$ cat src/rtl/cart_map_pkg.sv
package cart_map_pkg;

    localparam int BANK_W = 7;

    typedef enum logic [2:0] {
        MAP_PLAIN   = 3'd0,
        MAP_FLAG16  = 3'd1,
        MAP_SWIZ8   = 3'd2,
        MAP_WRWIN   = 3'd3,
        MAP_RDWIN   = 3'd4,
        MAP_DISABLE = 3'd5,
        MAP_VALID16 = 3'd6,
        MAP_MODE16  = 3'd7
    } map_kind_e;

    localparam logic [15:0] TRIG_DE00 = 16'hDE00;
    localparam logic [15:0] TRIG_DF00 = 16'hDF00;
    localparam logic [15:0] TRIG_DFFF = 16'hDFFF;
    localparam logic [7:0]  PAGE_DE   = 8'hDE;
    localparam logic [7:0]  SWIZ_RSVD = 8'h86;
    localparam logic [7:0]  MODE_ON   = 8'h0C;
    localparam logic [7:0]  WRWIN_MAX = 8'd63;
    localparam logic [7:0]  RDWIN_MAX = 8'd15;

    typedef struct packed {
        logic       wr_de00;
        logic       wr_df00;
        logic       wr_dfff;
        logic       wr_page;
        logic       rd_page;
        logic [7:0] low8;
    } bus_hits_t;

    typedef struct packed {
        logic              lo_we;
        logic [BANK_W-1:0] lo_val;
        logic              hi_we;
        logic [BANK_W-1:0] hi_val;
        logic              mode_we;
        logic              game;
        logic              exrom;
        logic              bad;
    } map_update_t;

    function automatic logic [BANK_W-1:0] pair_lo(input logic [1:0] b16);
        return {{(BANK_W-3){1'b0}}, b16, 1'b0};
    endfunction

    function automatic logic [BANK_W-1:0] pair_hi(input logic [1:0] b16);
        return {{(BANK_W-3){1'b0}}, b16, 1'b1};
    endfunction

endpackage

$ cat src/rtl/cart_bus_decode.sv
module cart_bus_decode
    import cart_map_pkg::*;
#(
    parameter int ADDR_W = 16
) (
    input  logic [ADDR_W-1:0] addr,
    input  logic              we,
    input  logic              re,
    output bus_hits_t         hits
);
    localparam int PAGE_LSB = ADDR_W - 8;

    logic in_de_page;

    always_comb begin
        in_de_page   = (addr[ADDR_W-1:PAGE_LSB] == PAGE_DE);
        hits.low8    = addr[7:0];
        hits.wr_de00 = we && (addr == TRIG_DE00[ADDR_W-1:0]);
        hits.wr_df00 = we && (addr == TRIG_DF00[ADDR_W-1:0]);
        hits.wr_dfff = we && (addr == TRIG_DFFF[ADDR_W-1:0]);
        hits.wr_page = we && in_de_page;
        hits.rd_page = re && in_de_page;
    end

endmodule

$ cat src/rtl/cart_scheme_decode.sv
module cart_scheme_decode
    import cart_map_pkg::*;
#(
    parameter int DATA_W = 8
) (
    input  map_kind_e         kind,
    input  bus_hits_t         hits,
    input  logic [DATA_W-1:0] wdata,
    output map_update_t       upd,
    output logic              claim
);
    logic [7:0] d;

    always_comb begin
        d     = wdata[7:0];
        upd   = '0;
        claim = 1'b0;
        case (kind)
            MAP_FLAG16: begin
                if (hits.wr_dfff) begin
                    if (!d[6] || (d[5:0] > 6'd3)) begin
                        upd.bad = 1'b1;
                    end else begin
                        upd.lo_we  = 1'b1;
                        upd.hi_we  = 1'b1;
                        upd.lo_val = pair_lo(d[1:0]);
                        upd.hi_val = pair_hi(d[1:0]);
                    end
                end
            end
            MAP_SWIZ8: begin
                if (hits.wr_de00) begin
                    if (d == SWIZ_RSVD) begin
                        upd.bad = 1'b1;
                    end else begin
                        upd.lo_we  = 1'b1;
                        upd.lo_val = {{(BANK_W-4){1'b0}}, d[0], d[5:3]};
                    end
                end
            end
            MAP_WRWIN: begin
                if (hits.wr_page) begin
                    if (hits.low8 > WRWIN_MAX) begin
                        upd.bad = 1'b1;
                    end else begin
                        upd.lo_we  = 1'b1;
                        upd.lo_val = hits.low8[BANK_W-1:0];
                    end
                end
            end
            MAP_RDWIN: begin
                claim = hits.rd_page;
                if (hits.rd_page) begin
                    if (hits.low8 > RDWIN_MAX) begin
                        upd.bad = 1'b1;
                    end else begin
                        upd.lo_we  = 1'b1;
                        upd.lo_val = hits.low8[BANK_W-1:0];
                    end
                end
            end
            MAP_DISABLE: begin
                if (hits.wr_de00) begin
                    upd.mode_we = 1'b1;
                    upd.game    = 1'b1;
                    upd.exrom   = d[7];
                    if (!d[7]) begin
                        upd.lo_we  = 1'b1;
                        upd.lo_val = d[6:0];
                    end
                end
            end
            MAP_VALID16: begin
                if (hits.wr_de00) begin
                    if (!d[7]) begin
                        upd.bad = 1'b1;
                    end else begin
                        upd.lo_we  = 1'b1;
                        upd.hi_we  = 1'b1;
                        upd.lo_val = pair_lo(d[1:0]);
                        upd.hi_val = pair_hi(d[1:0]);
                    end
                end
            end
            MAP_MODE16: begin
                if (hits.wr_df00) begin
                    upd.lo_we   = 1'b1;
                    upd.hi_we   = 1'b1;
                    upd.lo_val  = pair_lo(d[1:0]);
                    upd.hi_val  = pair_hi(d[1:0]);
                    upd.mode_we = 1'b1;
                    upd.game    = (d == MODE_ON);
                    upd.exrom   = (d == MODE_ON);
                end
            end
            default: ;
        endcase
    end

endmodule

$ cat src/rtl/cart_bank_regs.sv
module cart_bank_regs
    import cart_map_pkg::*;
(
    input  logic              clk,
    input  logic              rst,
    input  map_kind_e         kind,
    input  map_update_t       upd,
    output logic [BANK_W-1:0] lo_q,
    output logic [BANK_W-1:0] hi_q,
    output logic              game_q,
    output logic              exrom_q,
    output logic              err_q
);
    always_ff @(posedge clk) begin
        if (rst) begin
            lo_q    <= '0;
            hi_q    <= '0;
            game_q  <= 1'b1;
            exrom_q <= 1'b1;
            err_q   <= 1'b0;
        end else begin
            err_q <= upd.bad;
            if (upd.lo_we)   lo_q <= upd.lo_val;
            if (upd.hi_we)   hi_q <= upd.hi_val;
            if (upd.mode_we) begin
                game_q  <= upd.game;
                exrom_q <= upd.exrom;
            end
        end
    end

    AST_RESET_STATE: assert property (@(posedge clk) disable iff (rst)
        $fell(rst) |-> (lo_q == '0 && hi_q == '0 && game_q && exrom_q && !err_q));

    AST_ERR_FREEZE: assert property (@(posedge clk) disable iff (rst)
        err_q |-> ($stable(lo_q) && $stable(hi_q) && $stable(game_q) && $stable(exrom_q)));

    AST_SWIZ_RANGE: assert property (@(posedge clk) disable iff (rst)
        (kind == MAP_SWIZ8) |-> (lo_q < 7'd16));

    AST_WRWIN_RANGE: assert property (@(posedge clk) disable iff (rst)
        (kind == MAP_WRWIN) |-> (lo_q < 7'd64));

    AST_RDWIN_RANGE: assert property (@(posedge clk) disable iff (rst)
        (kind == MAP_RDWIN) |-> (lo_q < 7'd16));

endmodule

$ cat src/rtl/cart_bank_mapper.sv
module cart_bank_mapper
    import cart_map_pkg::*;
#(
    parameter int ADDR_W = 16,
    parameter int DATA_W = 8
) (
    input  logic              clk,
    input  logic              rst,
    input  logic [2:0]        scheme_sel,
    input  logic [ADDR_W-1:0] bus_addr,
    input  logic [DATA_W-1:0] bus_wdata,
    input  logic              bus_we,
    input  logic              bus_re,
    output logic              rd_claim,
    output logic [DATA_W-1:0] rd_data,
    output logic [BANK_W-1:0] lo_bank,
    output logic [BANK_W-1:0] hi_bank,
    output logic              game,
    output logic              exrom,
    output logic              err
);
    map_kind_e   kind_q;
    bus_hits_t   hits;
    map_update_t upd;
    logic        claim;

    always_ff @(posedge clk) begin
        if (rst) kind_q <= map_kind_e'(scheme_sel);
    end

    cart_bus_decode #(.ADDR_W(ADDR_W)) u_dec (
        .addr (bus_addr),
        .we   (bus_we),
        .re   (bus_re),
        .hits (hits)
    );

    cart_scheme_decode #(.DATA_W(DATA_W)) u_sch (
        .kind  (kind_q),
        .hits  (hits),
        .wdata (bus_wdata),
        .upd   (upd),
        .claim (claim)
    );

    cart_bank_regs u_regs (
        .clk     (clk),
        .rst     (rst),
        .kind    (kind_q),
        .upd     (upd),
        .lo_q    (lo_bank),
        .hi_q    (hi_bank),
        .game_q  (game),
        .exrom_q (exrom),
        .err_q   (err)
    );

    assign rd_claim = claim;
    assign rd_data  = claim ? '0 : '1;

    AST_KIND_HELD: assert property (@(posedge clk) disable iff (rst)
        !rst |=> $stable(kind_q));

endmodule

$ cat config.mk
export PLATFORM = sky130hd
export DESIGN_NAME = cart_bank_mapper
export DESIGN_NICKNAME = d
export VERILOG_FILES = /design/src/rtl/cart_map_pkg.sv /design/src/rtl/cart_bus_decode.sv /design/src/rtl/cart_scheme_decode.sv /design/src/rtl/cart_bank_regs.sv /design/src/rtl/cart_bank_mapper.sv
export SDC_FILE = /design/constraint.sdc
export NUM_CORES = 1
export LEC_CHECK = 0
export BUFFER_PORTS_ARGS = -buffer_cell sky130_fd_sc_hd__buf_2
export CAP_MARGIN = 20
export CORE_MARGIN = 1
export CORE_UTILIZATION = 48
export CTS_CLUSTER_SIZE = 20
export DETAILED_ROUTE_END_ITERATION = 10
export PLACE_DENSITY = 0.95
export SLEW_MARGIN = 20
export SYNTH_ARGS = -nofsm -noshare
export SYNTH_HDL_FRONTEND = slang
export SYNTH_SLANG_ARGS = --single-unit
$ cat constraint.sdc
create_clock -name clk -period 5.2 [get_ports clk]
set_input_delay 0.26 -clock clk [delete_from_list [all_inputs] [get_ports clk]]
set_output_delay 0.26 -clock clk [all_outputs]
set_load 0.01 [all_outputs]
==> key figures, run 1 <==
Yosys
  • Mean cell area of the mapped netlist: 8.78 um2
  • Fraction of the yosys area taken by sequential cells: 0.327
  • Flip-flop and latch count after synthesis: 16
  • Post-Syn Area: 1070 um2
  • Number of instances in the synthesized netlist: 122
  • Synth warnings: 0
  • Share of synthesized registers carrying an async set or reset: 0
  • Commonest register cell after synthesis: sky130_fd_sc_hd__dfxtp_1
  • Post-synth EDFFs: 3
  • Number of distinct library cell variants in the gate-level netlist after synthesis: 43

Global route
  • Maximum number of pins on one net before global-route repair: 16
  • Global-route wire length before repair: 4600 um
  • Vias in the first global route: 1065
  • GR Util All Layers: 0.247
  • Antenna violations before repair: 0
  • Final global-route overflow total: 0

Layout
  • Net count, final: 200
  • Post-route cell area: 1310 um2
  • Filler Cells Inserted: 180
  • Most common library cell in the layout ignoring fill and taps: sky130_fd_sc_hd__buf_2
  • Layout overhead on the synthesized area: 21.8%
  • Share of cells above drive strength 1: 0.387
  • Final core utilization: 0.645
  • Antenna fix cells: 0
  • Most frequent cells in the layout: sky130_fd_sc_hd__buf_2 (52), sky130_fd_sc_hd__dfxtp_1 (13), sky130_fd_sc_hd__nor2_1 (11)

Job
  • MaxCap Viol Count: 0

Setup path
  • Req. time, crit path: 5.43 ns
  • Sort of element at the end of the critical path: flop
  • Element type at the critical path start: flop
  • Category of the most critical setup path: flop to flop
  • Crit Path Max Fanout: 8
  • Arrival @ worst endpoint: 2.36 ns

Power and ir drop
  • Power density over the cells: 178 nW/um2
  • Worst-case vdd ir drop: 169 uV
  • Power after layout: 232 uW
  • Leakage Power: 0.000543 uW

CTS
  • Setup repair bufs after CTS: 0
  • Root cell of the clock tree: sky130_fd_sc_hd__clkbuf_4
  • H-tree levels: 1
  • Hold_buf cts: 0
  • Clock network latency to the later pin of the worst-skew pair: 0.30 ns
  • Clock slew at the register clock pins of the worst setup and hold paths: 0.10 ns
  • TritonCTS clock tree: done
  • Num CTS Buffers: 3
  • Number of buffers on the longest clock path: 2
  • CTS-repair resized insts: 0
  • Num Clock Sinks: 16

Timing
  • Final number of hold-violating endpoints: 0
  • Fin crit period: 2.13 ns
  • Slew of the pin with the lowest slew margin: 0.663 ns
  • Maximum frequency from static timing analysis: 470 MHz
  • Slew Limit Fails: 0
  • Final total negative setup slack: 0 ns
  • Number of setup violations in the final report: 0
  • Clock Skews: 0.0134 ns
  • Setup slack after layout: 3.07 ns
  • Slew HR: 0.557
  • Ratio of final minimum period to clock period: 0.409
  • Unrepaired setup endpoints after global routing: no

Detailed routing
  • Routed Wire Length: 2820 um
  • Total DRC errors in the routed layout: 0
  • Number of vias after detailed routing: 1203
  • DR WL/cell: 14.5 um
  • Vias per cell: 6.17
  • First-pass iteration count of the detailed router: 8
  • 1st-iter DRT viols: 62
  • Routed Antenna Nets: 0

Die
  • Core Rows: 16
  • Area inside the core boundary: 2020 um2
  • Chip width: 49.2 um
  • Die area: 2420 um2
  • Ports placed on the boundary: 57
  • Die boundary height: 49.2 um
  • Starting density of the core: 0.530

Placed design
  • Post-place setup slack: 3.09 ns
  • Placement-stage cell area: 1280 um2
  • GPL Wtd Cong: 0.881
  • I/O Buffers: 52
  • Sum of net half-perimeters after detailed placement: 2240 um

Run status
  • Status: finished, final reports clean

Worst hold path
  • Class of the worst hold path: input pin to flop
[registers in the layout, summed over array words and instances, names as in the netlist]
signal          flops
u_regs.err_q        1
u_regs.exrom_q      1
kind_q              3
u_regs.lo_q         7
u_regs.hi_q         3
u_regs.game_q       1
[cell usage after synthesis (2+ instances only)]
master                      number  share of area
sky130_fd_sc_hd__dfxtp_1        13           0.24
sky130_fd_sc_hd__buf_4          11          0.077
sky130_fd_sc_hd__nor2_1         11          0.039
sky130_fd_sc_hd__a21oi_1        10          0.047
sky130_fd_sc_hd__nand2_1         7          0.025
sky130_fd_sc_hd__nand4_1         7          0.041
sky130_fd_sc_hd__nor3_1          6          0.028
sky130_fd_sc_hd__nand3_1         5          0.023
sky130_fd_sc_hd__a222oi_1        4          0.037
sky130_fd_sc_hd__inv_1           4          0.014
sky130_fd_sc_hd__edfxtp_1        3          0.084
sky130_fd_sc_hd__o21ai_0         3          0.014
sky130_fd_sc_hd__a2111oi_0       2          0.016
sky130_fd_sc_hd__a22oi_1         2          0.014
sky130_fd_sc_hd__a31o_1          2          0.016
sky130_fd_sc_hd__and4_2          2          0.019
sky130_fd_sc_hd__mux2i_1         2          0.019
sky130_fd_sc_hd__nand4b_1        2          0.016
sky130_fd_sc_hd__nor4_1          2          0.012
[metrics by stage]
step                      hold WS (ns)  cells
after CTS                        0.130    195
final                            0.142    195
after detailed placement         0.436    191
after global placement           0.434    191
after global routing             0.127    195
after floorplan                  0.352    125
[metal layers]
layer / share of wire / track usage / vias up
met3: 0.10 / 0.0623 / 8
met1: 0.40 / 0.281 / 541
met4: 0.022 / 0.0931 / 0
li1: - / - / 567
met2: 0.47 / 0.438 / 87
met5: 0 / 0 / -
[worst max-delay path, stage by stage, from the launching register on]
cell	delay, ns
sky130_fd_sc_hd__edfxtp_1	0.51
sky130_fd_sc_hd__nor2b_1	0.25
sky130_fd_sc_hd__or3b_1	0.41
sky130_fd_sc_hd__nor3_1	0.39
sky130_fd_sc_hd__nor4_4	0.14
sky130_fd_sc_hd__a31o_1	0.25
sky130_fd_sc_hd__a21oi_1	0.12
[final timing paths]
path,start,end,slack (ns),cells past startpoint
worst max-delay path,kind_q[2]$_DFFE_PP_,u_regs.lo_q[2]$_SDFFE_PP0P_,3.07,6
worst min-delay path,scheme_sel[1],kind_q[1]$_DFFE_PP_,0.14,1
worst max register to register,kind_q[2]$_DFFE_PP_,u_regs.lo_q[2]$_SDFFE_PP0P_,3.07,6
worst min register to register,u_regs.hi_q[0]$_SDFFE_PP0P_,u_regs.hi_q[0]$_SDFFE_PP0P_,0.44,2
[where the power goes]
group	total, uW	internal (uW)	switching, uW
clock network	68.8	28.0	40.8
logic	31.3	12.9	18.4
registers	132	128	3.38
total	232	169	62.6
[cell families (layout without fill, tap and decap cells)]
kind of cell | count (synthesis) | count (layout) | share of synthesized area
flip-flops | 16 | 16 | 0.327
other | 1 | 4 | 0.00350
multiplexers | 2 | 2 | 0.0187
buffers and inverters | 17 | 60 | 0.105
AND/OR/NAND/NOR | 58 | 58 | 0.350
AO/OA/AOI/OAI | 28 | 28 | 0.195
[cell type report]
| type | count | area (um2) | share of cell area |
|---|---|---|---|
| multi-input cells | 92 | 619 | 0.475 |
| flip-flops and latches | 16 | 350 | 0.268 |
| repair buffers | 52 | 260 | 0.199 |
| well taps | 27 | 33.8 | 0.0259 |
| clock buffers | 3 | 22.5 | 0.0173 |
| inverters | 4 | 15.0 | 0.0115 |
| clock inverters | 1 | 3.75 | 0.00288 |
(Power assumes the default switching activity.)
==> run 2, diff against run 1 <==
Settings changed: ABC_AREA from default to 1, PLACE_DENSITY 0.95 to 0.9.
Clock period 5.2 ns to 2.1 ns, I/O delays scaled along.
==> run 2 against run 1 <==
Synthesized cell count increased by 68%. Via count increased by 18%. Setup slack lost 2.6 ns. Synthesized area is 26% higher. Sequential share of layout area fell by 5.5 points. Clock power increased to 3.0 times the previous value. Cell count rose by 46%. Non-clock buffer count grew 3. Combinational power rose to 3.3 times the previous value. Flip-flop and latch count stayed put. Routed wire length is 6.7% higher. Critical endpoint is now u_regs.lo_q[6]$_SDFFE_PP0P_.
==> key figures, run 2 <==
Timing
  • Fin crit period: 1.63 ns (-0.494 ns)
  • Min Hold Slack: 0.0512 ns (-0.0907 ns)
  • Final total negative setup slack: 0 ns (unchanged)
  • Number of setup violations in the final report: 0 (unchanged)
  • Final number of hold-violating endpoints: 0 (unchanged)
  • Unrepaired setup endpoints after global routing: no
  • Maximum frequency from static timing analysis: 612 MHz (+30%)
  • Ratio of final minimum period to clock period: 0.778 (+0.369)
  • Setup slack after layout: 0.466 ns (-2.61 ns)
  • Clock Skews: 0.00678 ns (-0.00658 ns)
  • Slew Limit Fails: 0 (unchanged)

Global route
  • Vias in the first global route: 1164 (+9.3%)
  • GR Util All Layers: 0.217 (-0.0308)
  • Final global-route overflow total: 0 (unchanged)
  • Maximum number of pins on one net before global-route repair: 12 (-4)
  • Global-route wire length before repair: 4680 um (+1.7%)
  • Antenna violations before repair: 0 (unchanged)

Setup path
  • Reg-to-reg critical path endpoint: u_regs.lo_q[6]$_SDFFE_PP0P_
  • Crit path launch: kind_q[1]$_DFFE_PP_
  • Critical path buffer and inverter count: 1 (+1)
  • Req. time, crit path: 2.30 ns (-3.13 ns)
  • Arrival @ worst endpoint: 1.83 ns (-0.53 ns)
  • Flop-to-flop setup slack: 0.47 ns (-2.61 ns)
  • Reg2Reg Launch Point: kind_q[1]$_DFFE_PP_
  • Cell type with the highest occurrence count on the critical path: sky130_fd_sc_hd__nand2_1
  • Critical-path cell list: inv_1, nand2_1, nor2_1, nand3_2, nor2_1, nor2_2, nand2_2, nor2_4, nand2_1, nand2_1, nand2_1, nor2_1
  • Depth of the worst register-to-register path: 12 (+6)
  • CP max-delay cell: sky130_fd_sc_hd__edfxtp_1
  • Crit Path Max Fanout: 10 (+2)
  • Stage delay of the slowest cell on the critical path: 0.43 ns (-0.08 ns)
  • Sort of element at the end of the critical path: flop
  • Element type at the critical path start: flop
  • Cell family with the largest share of critical-path delay: simple AND/OR/NAND/NOR gates
  • Category of the most critical setup path: flop to flop

Yosys
  • Most numerous cell types in the synthesized netlist: sky130_fd_sc_hd__nand2_1 (50), sky130_fd_sc_hd__nor2_1 (32), sky130_fd_sc_hd__inv_1 (23), sky130_fd_sc_hd__nand3_1 (18), sky130_fd_sc_hd__dfxtp_1 (13)
  • Synth area leader: sky130_fd_sc_hd__dfxtp_1
  • Main area contributors after synthesis: sky130_fd_sc_hd__dfxtp_1 (19%), sky130_fd_sc_hd__nand2_1 (14%), sky130_fd_sc_hd__nor2_1 (8.9%)
  • Yosys top cell area share: 0.192 (-0.0508)
  • Number of distinct library cell variants in the gate-level netlist after synthesis: 30 (-30%)
  • Post-Syn Area: 1350 um2 (+26%)
  • Mean cell area of the mapped netlist: 6.60 um2 (-25%)
  • Fraction of the yosys area taken by sequential cells: 0.259 (-0.0683)
  • Library cell with the highest instance count after synthesis: sky130_fd_sc_hd__nand2_1
  • Synth warnings: 0 (unchanged)
  • Commonest register cell after synthesis: sky130_fd_sc_hd__dfxtp_1
  • Flip-flop and latch count after synthesis: 16 (unchanged)
  • Number of instances in the synthesized netlist: 205 (+68%)
  • Post-synth EDFFs: 3 (unchanged)
  • Share of synthesized registers carrying an async set or reset: 0 (unchanged)

Layout
  • Share of cells above drive strength 1: 0.329 (-0.0575)
  • Layout overhead on the synthesized area: 21.3%
  • Most frequent cells in the layout: sky130_fd_sc_hd__buf_2 (52), sky130_fd_sc_hd__nand2_1 (50), sky130_fd_sc_hd__nor2_1 (32)
  • Antenna fix cells: 0 (unchanged)
  • Final std cells w/o fill: 285 (+46%)
  • Most common library cell in the layout ignoring fill and taps: sky130_fd_sc_hd__buf_2
  • Post-route cell area: 1640 um2 (+26%)
  • Net count, final: 287 (+44%)
  • Registers with the most flip-flops: u_regs.lo_q: 7 flops, kind_q: 3 flops, u_regs.hi_q: 3 flops
  • Reg with most FFs: u_regs.lo_q
  • Number of flip-flops in the largest register: 7 (unchanged)

Power and ir drop
  • Power density over the cells: 383 nW/um2 (+120%)
  • Leakage Power: 0.000970 uW (+79%)
  • Worst-case vdd ir drop: 367 uV (+120%)

Die
  • Starting density of the core: 0.527 (-0.00241)
  • Chip width: 55.1 um (+12%)
  • Area inside the core boundary: 2570 um2 (+27%)
  • Core Rows: 18 (+2)
  • Die boundary height: 55.1 um (+12%)
  • Die area: 3040 um2 (+25%)
  • Ports placed on the boundary: 57 (unchanged)

CTS
  • H-tree levels: 1 (unchanged)
  • Clock network latency to the later pin of the worst-skew pair: 0.29 ns (about the same)
  • Clock slew at the register clock pins of the worst setup and hold paths: 0.10 ns (about the same)
  • Num Clock Sinks: 16 (unchanged)
  • CTS-repair resized insts: 0 (unchanged)
  • Setup repair bufs after CTS: 0 (unchanged)
  • Num CTS Buffers: 3 (unchanged)
  • Hold_buf cts: 3 (+3)
  • TritonCTS clock tree: done
  • Root cell of the clock tree: sky130_fd_sc_hd__clkbuf_4
  • Number of buffers on the longest clock path: 2 (unchanged)

Detailed routing
  • First-pass iteration count of the detailed router: 4 (-4)
  • Total DRC errors in the routed layout: 0 (unchanged)
  • 1st-iter DRT viols: 42 (-32%)
  • Routed Wire Length: 3010 um (+6.7%)
  • Vias per cell: 4.96 (-20%)
  • Number of vias after detailed routing: 1414 (+18%)
  • DR WL/cell: 10.6 um (-27%)
  • Routed Antenna Nets: 0 (unchanged)

Run status
  • Status: finished, final reports clean

Placed design
  • GPL Wtd Cong: 0.828 (-6.1%)
  • Post-place setup slack: 0.464 ns (-2.63 ns)
  • Placement-stage cell area: 1580 um2 (+23%)
  • Sum of net half-perimeters after detailed placement: 2440 um (+8.8%)
  • I/O Buffers: 52 (unchanged)
  • Cell count after placement: 278 (+46%)

Job
  • MaxCap Viol Count: 0 (unchanged)

Worst hold path
  • Endpoint, Worst Hold: u_regs.hi_q[1]$_SDFFE_PP0P_
  • Class of the worst hold path: input pin to flop
  • Min-Delay Startpoint: rst
  • Worst hold path depth: 2 (+1)
==> run 2: per-stage QoR <==
step / total power [uW] / util
floorplan: 387 / -
global placement: 425 / 0.614
detailed placement: 427 / 0.614
CTS: 635 / 0.639
global route: 660 / 0.639
finish: 629 / 0.639
==> run 2: report_power, final <==
| group | switching, uW | internal, uW |
|---|---|---|
| combinational | 64.0 | 38.5 |
| sequential | 4.59 | 318 |
| clock | 98.9 | 106 |
==> run 2: worst reg2reg max path, cell delays in order (launching register included) <==
cell,delay [ns]
sky130_fd_sc_hd__edfxtp_1,0.43
sky130_fd_sc_hd__inv_1,0.15
sky130_fd_sc_hd__nand2_1,0.06
sky130_fd_sc_hd__nor2_1,0.15
sky130_fd_sc_hd__nand3_2,0.18
sky130_fd_sc_hd__nor2_1,0.16
sky130_fd_sc_hd__nor2_2,0.06
sky130_fd_sc_hd__nand2_2,0.07
sky130_fd_sc_hd__nor2_4,0.05
sky130_fd_sc_hd__nand2_1,0.08
sky130_fd_sc_hd__nand2_1,0.05
sky130_fd_sc_hd__nand2_1,0.05
sky130_fd_sc_hd__nor2_1,0.04
==> run 2: kinds of logic (layout without fill, tap and decap cells) <==
kind of cell           Yosys count  in the layout  share of synthesized area
AOI/OAI and AO/OA               10             10                     0.0444
buffers and inverters           41             88                      0.147
DFF                             16             16                      0.259
other                            1              4                    0.00277
and+or+nand+nor                137            137                      0.547
==> run 2: final cells by class <==
type / count / area, um2
clock buffer: 4 / 36.3
multi-input combinational: 151 / 816
inverter: 29 / 111
timing repair buffer: 55 / 290
fill: 242 / 926
tap: 30 / 37.5
sequential: 16 / 350
==> run 2: worst max-delay path by stage <==
stage                                             end  slack [ns]  cells after the start
final                     u_regs.lo_q[6]$_SDFFE_PP0P_        0.47                     12
after global routing      u_regs.lo_q[6]$_SDFFE_PP0P_        0.24                     12
after CTS                 u_regs.lo_q[6]$_SDFFE_PP0P_        0.46                     12
after detailed placement  u_regs.lo_q[6]$_SDFFE_PP0P_        0.46                     12
after global placement    u_regs.lo_q[6]$_SDFFE_PP0P_        0.54                     12
after floorplan           u_regs.lo_q[6]$_SDFFE_PP0P_        0.57                     12
==> run 2: per-layer routing <==
layer  global-route usage  routed length [um]  share of wire  up-vias
met5                    0                   0              0        -
met4               0.0625                  42          0.014        0
met3               0.0410                 214          0.071        8
met2                0.363                1350           0.45       62
met1                0.280                1400           0.47      600
li1                     -                   -              -      744
==> run 3, diff against run 2 <==
Settings changed: ABC_AREA 1 to 0, CORE_UTILIZATION 48 to 44, PLACE_DENSITY 0.9 to 0.89.
Clock period 2.1 ns to 1.6 ns, I/O delays scaled along.
==> run 3 against run 2 <==
The run now ends with negative setup slack left. Flip-flop and latch count is the same. Critical path depth shrank 6. Routed wire length grew 34%. Power grew 34%. Register-to-register slack lost 0.82 ns. Clock power grew 12%. Hold slack gained 0.026 ns. Utilization grew 15 points. Critical path type unchanged.
==> key figures, run 3 (synthesis results as in run 1) <==
Layout
  • Most common library cell in the layout ignoring fill and taps: sky130_fd_sc_hd__buf_2
  • Share of cells above drive strength 1: 0.549 (+0.220)
  • Antenna fix cells: 0 (unchanged)
  • Number of flip-flops in the largest register: 7 (unchanged)
  • Final std cells w/o fill: 241 (-15%)
  • Layout overhead on the synthesized area: 66.9%
  • Net count, final: 245 (-15%)
  • Registers with the most flip-flops: u_regs.lo_q: 7 flops, kind_q: 3 flops, u_regs.hi_q: 3 flops
  • Reg with most FFs: u_regs.lo_q
  • Post-route cell area: 1790 um2 (+8.9%)
  • Most frequent cells in the layout: sky130_fd_sc_hd__buf_2 (43), sky130_fd_sc_hd__buf_4 (37), sky130_fd_sc_hd__buf_6 (13), sky130_fd_sc_hd__dfxtp_1 (13), sky130_fd_sc_hd__nor2_1 (11)

Timing
  • Slew HR: 0.514
  • Clock Skews: 0.00119 ns (-0.00559 ns)
  • Final number of hold-violating endpoints: 0 (unchanged)
  • Slew Limit Fails: 0 (unchanged)
  • Ratio of final minimum period to clock period: 1.22 (+0.445)
  • Unrepaired setup endpoints after global routing: yes
  • Slew of the pin with the lowest slew margin: 0.722 ns
  • Maximum frequency from static timing analysis: 511 MHz (-17%)
  • Setup slack after layout: -0.357 ns (-0.824 ns)
  • Number of setup violations in the final report: 22 (+22)
  • Final total negative setup slack: -5.50 ns (-5.50 ns)
  • Fin crit period: 1.96 ns (+0.324 ns)

Global route
  • GR Util All Layers: 0.296 (+0.0796)
  • Final global-route overflow total: 0 (unchanged)
  • Maximum number of pins on one net before global-route repair: 16 (+4)
  • Vias in the first global route: 1327 (+14%)
  • Global-route wire length before repair: 5730 um (+22%)
  • Antenna violations before repair: 0 (unchanged)

Detailed routing
  • Number of vias after detailed routing: 1432 (+1.3%)
  • Total DRC errors in the routed layout: 0 (unchanged)
  • DR WL/cell: 16.8 um (+59%)
  • Vias per cell: 5.94 (+20%)
  • Routed Antenna Nets: 0 (unchanged)
  • First-pass iteration count of the detailed router: 4 (unchanged)
  • Routed Wire Length: 4050 um (+34%)
  • 1st-iter DRT viols: 152 (+260%)

Setup path
  • Category of the most critical setup path: flop to flop
  • Element type at the critical path start: flop
  • Depth of the worst register-to-register path: 6 (-6)
  • Req. time, crit path: 1.79 ns (-0.51 ns)
  • Flop-to-flop setup slack: -0.36 ns (-0.82 ns)
  • Sort of element at the end of the critical path: flop
  • Reg2Reg Launch Point: kind_q[0]$_DFFE_PP_
  • Reg-to-reg critical path endpoint: u_regs.lo_q[6]$_SDFFE_PP0P_
  • Arrival @ worst endpoint: 2.14 ns (+0.31 ns)
  • Crit Path Max Fanout: 6 (-4)

Worst hold path
  • Min-Delay Startpoint: bus_wdata[7]
  • Class of the worst hold path: input pin to flop
  • Worst hold path depth: 3 (+1)
  • Endpoint, Worst Hold: u_regs.exrom_q$_SDFFE_PP1P_

Die
  • Starting density of the core: 0.475 (-0.0523)
  • Ports placed on the boundary: 57 (unchanged)
  • Chip width: 51.3 um (-6.8%)
  • Die boundary height: 51.3 um (-6.8%)
  • Area inside the core boundary: 2250 um2 (-12%)
  • Die area: 2640 um2 (-13%)
  • Core Rows: 17 (-1)

CTS
  • Number of buffers on the longest clock path: 2 (unchanged)
  • H-tree levels: 1 (unchanged)
  • TritonCTS clock tree: done
  • Num Clock Sinks: 16 (unchanged)
  • Num CTS Buffers: 3 (unchanged)
  • Clock slew at the register clock pins of the worst setup and hold paths: 0.09 ns (about the same)
  • Root cell of the clock tree: sky130_fd_sc_hd__clkbuf_4
  • Clock network latency to the later pin of the worst-skew pair: 0.30 ns (about the same)

Run status
  • Status: complete, but fails checks
  • Failing checks: negative setup slack

Power and ir drop
  • Cell internal pwr: 616 uW (+33%)
  • Comb power frac: 0.228 (+0.065)
  • Power density over the cells: 473 nW/um2 (+23%)
  • Net switching power: 229 uW (+37%)
  • Leakage Power: 0.000803 uW (-17%)
  • Proportion of power drawn by the clock network: 0.271 (-0.054)
  • Switch share: 0.271 (+0.00532)
  • Worst-case vdd ir drop: 464 uV (+26%)
  • Sequential power share: 0.501 (-0.011)

Placed design
  • I/O Buffers: 52 (unchanged)
  • Cell count after placement: 228 (-18%)
  • GPL Wtd Cong: 0.987 (+19%)
  • Placement-stage cell area: 1560 um2 (-1.2%)
  • Sum of net half-perimeters after detailed placement: 2720 um (+12%)

Job
  • MaxCap Viol Count: 0 (unchanged)
run 3: worst max path at each step:
| stage | to | slack (ns) | cells past startpoint | startpoint |
|---|---|---|---|---|
| after CTS | u_regs.lo_q[1]$_SDFFE_PP0P_ | -0.32 | 6 | kind_q[0]$_DFFE_PP_ |
| final | u_regs.lo_q[6]$_SDFFE_PP0P_ | -0.36 | 6 | kind_q[0]$_DFFE_PP_ |
| after global placement | u_regs.lo_q[1]$_SDFFE_PP0P_ | -0.26 | 6 | kind_q[0]$_DFFE_PP_ |
| after global routing | u_regs.err_q$_SDFF_PP0_ | -0.45 | 6 | kind_q[0]$_DFFE_PP_ |
| after detailed placement | u_regs.lo_q[1]$_SDFFE_PP0P_ | -0.35 | 6 | kind_q[0]$_DFFE_PP_ |
| after floorplan | u_regs.lo_q[6]$_SDFFE_PP0P_ | -0.33 | 7 | kind_q[0]$_DFFE_PP_ |
run 3: cell type report:
cell class                 count  area [um2]
fill                         147         467
tap                           28        35.0
multi-input combinational     93         689
timing repair buffer          96         669
sequential                    16         350
inverter                       4        17.5
clock buffer                   4        26.3
run 3: power groups by stage:
stage / registers (uW) / logic, uW / clock network [uW]
final: 423 / 192 / 229
after global routing: 424 / 203 / 252
after CTS: 423 / 167 / 231
after detailed placement: 432 / 155 / 0
after global placement: 431 / 149 / 0
after floorplan: 434 / 40.7 / 0
run 3: per-layer routing:
metal  global-route usage  routed length [um]
met1                0.327                1530
met2                0.515                2080
met3               0.0714                 339
met4                0.167                  97
met5                    0                   0
run 3: metrics by stage:
step / setup WS, ns / hold WS, ns / total power, uW / util
after detailed placement: -0.350 / 0.258 / 587 / 0.690
after global placement: -0.258 / 0.256 / 581 / 0.690
after global routing: -0.448 / 0.106 / 879 / 0.793
after CTS: -0.316 / 0.0745 / 820 / 0.756
final: -0.357 / 0.0772 / 845 / 0.793
after floorplan: -0.329 / 0.172 / 474 / -
run 3: worst max-delay path: stages, from the launching register on:
cell and delay (ns):
sky130_fd_sc_hd__edfxtp_1 0.37, sky130_fd_sc_hd__and4b_1 0.18, sky130_fd_sc_hd__nand4_1 0.13, sky130_fd_sc_hd__or4_4 0.55, sky130_fd_sc_hd__o221a_4 0.32, sky130_fd_sc_hd__a32oi_1 0.23, sky130_fd_sc_hd__nor2_1 0.06
run 3: what timing repair did:
action                                  in CTS  in global routing
buffers inserted                             2                  3
resized for setup                           12                 16
endpoints found under the hold margin        3                  0
gates cloned                                 1                  0
hold buffers                                 3                  0
pin swaps                                    2                  7
endpoints found under the setup margin      22                 22
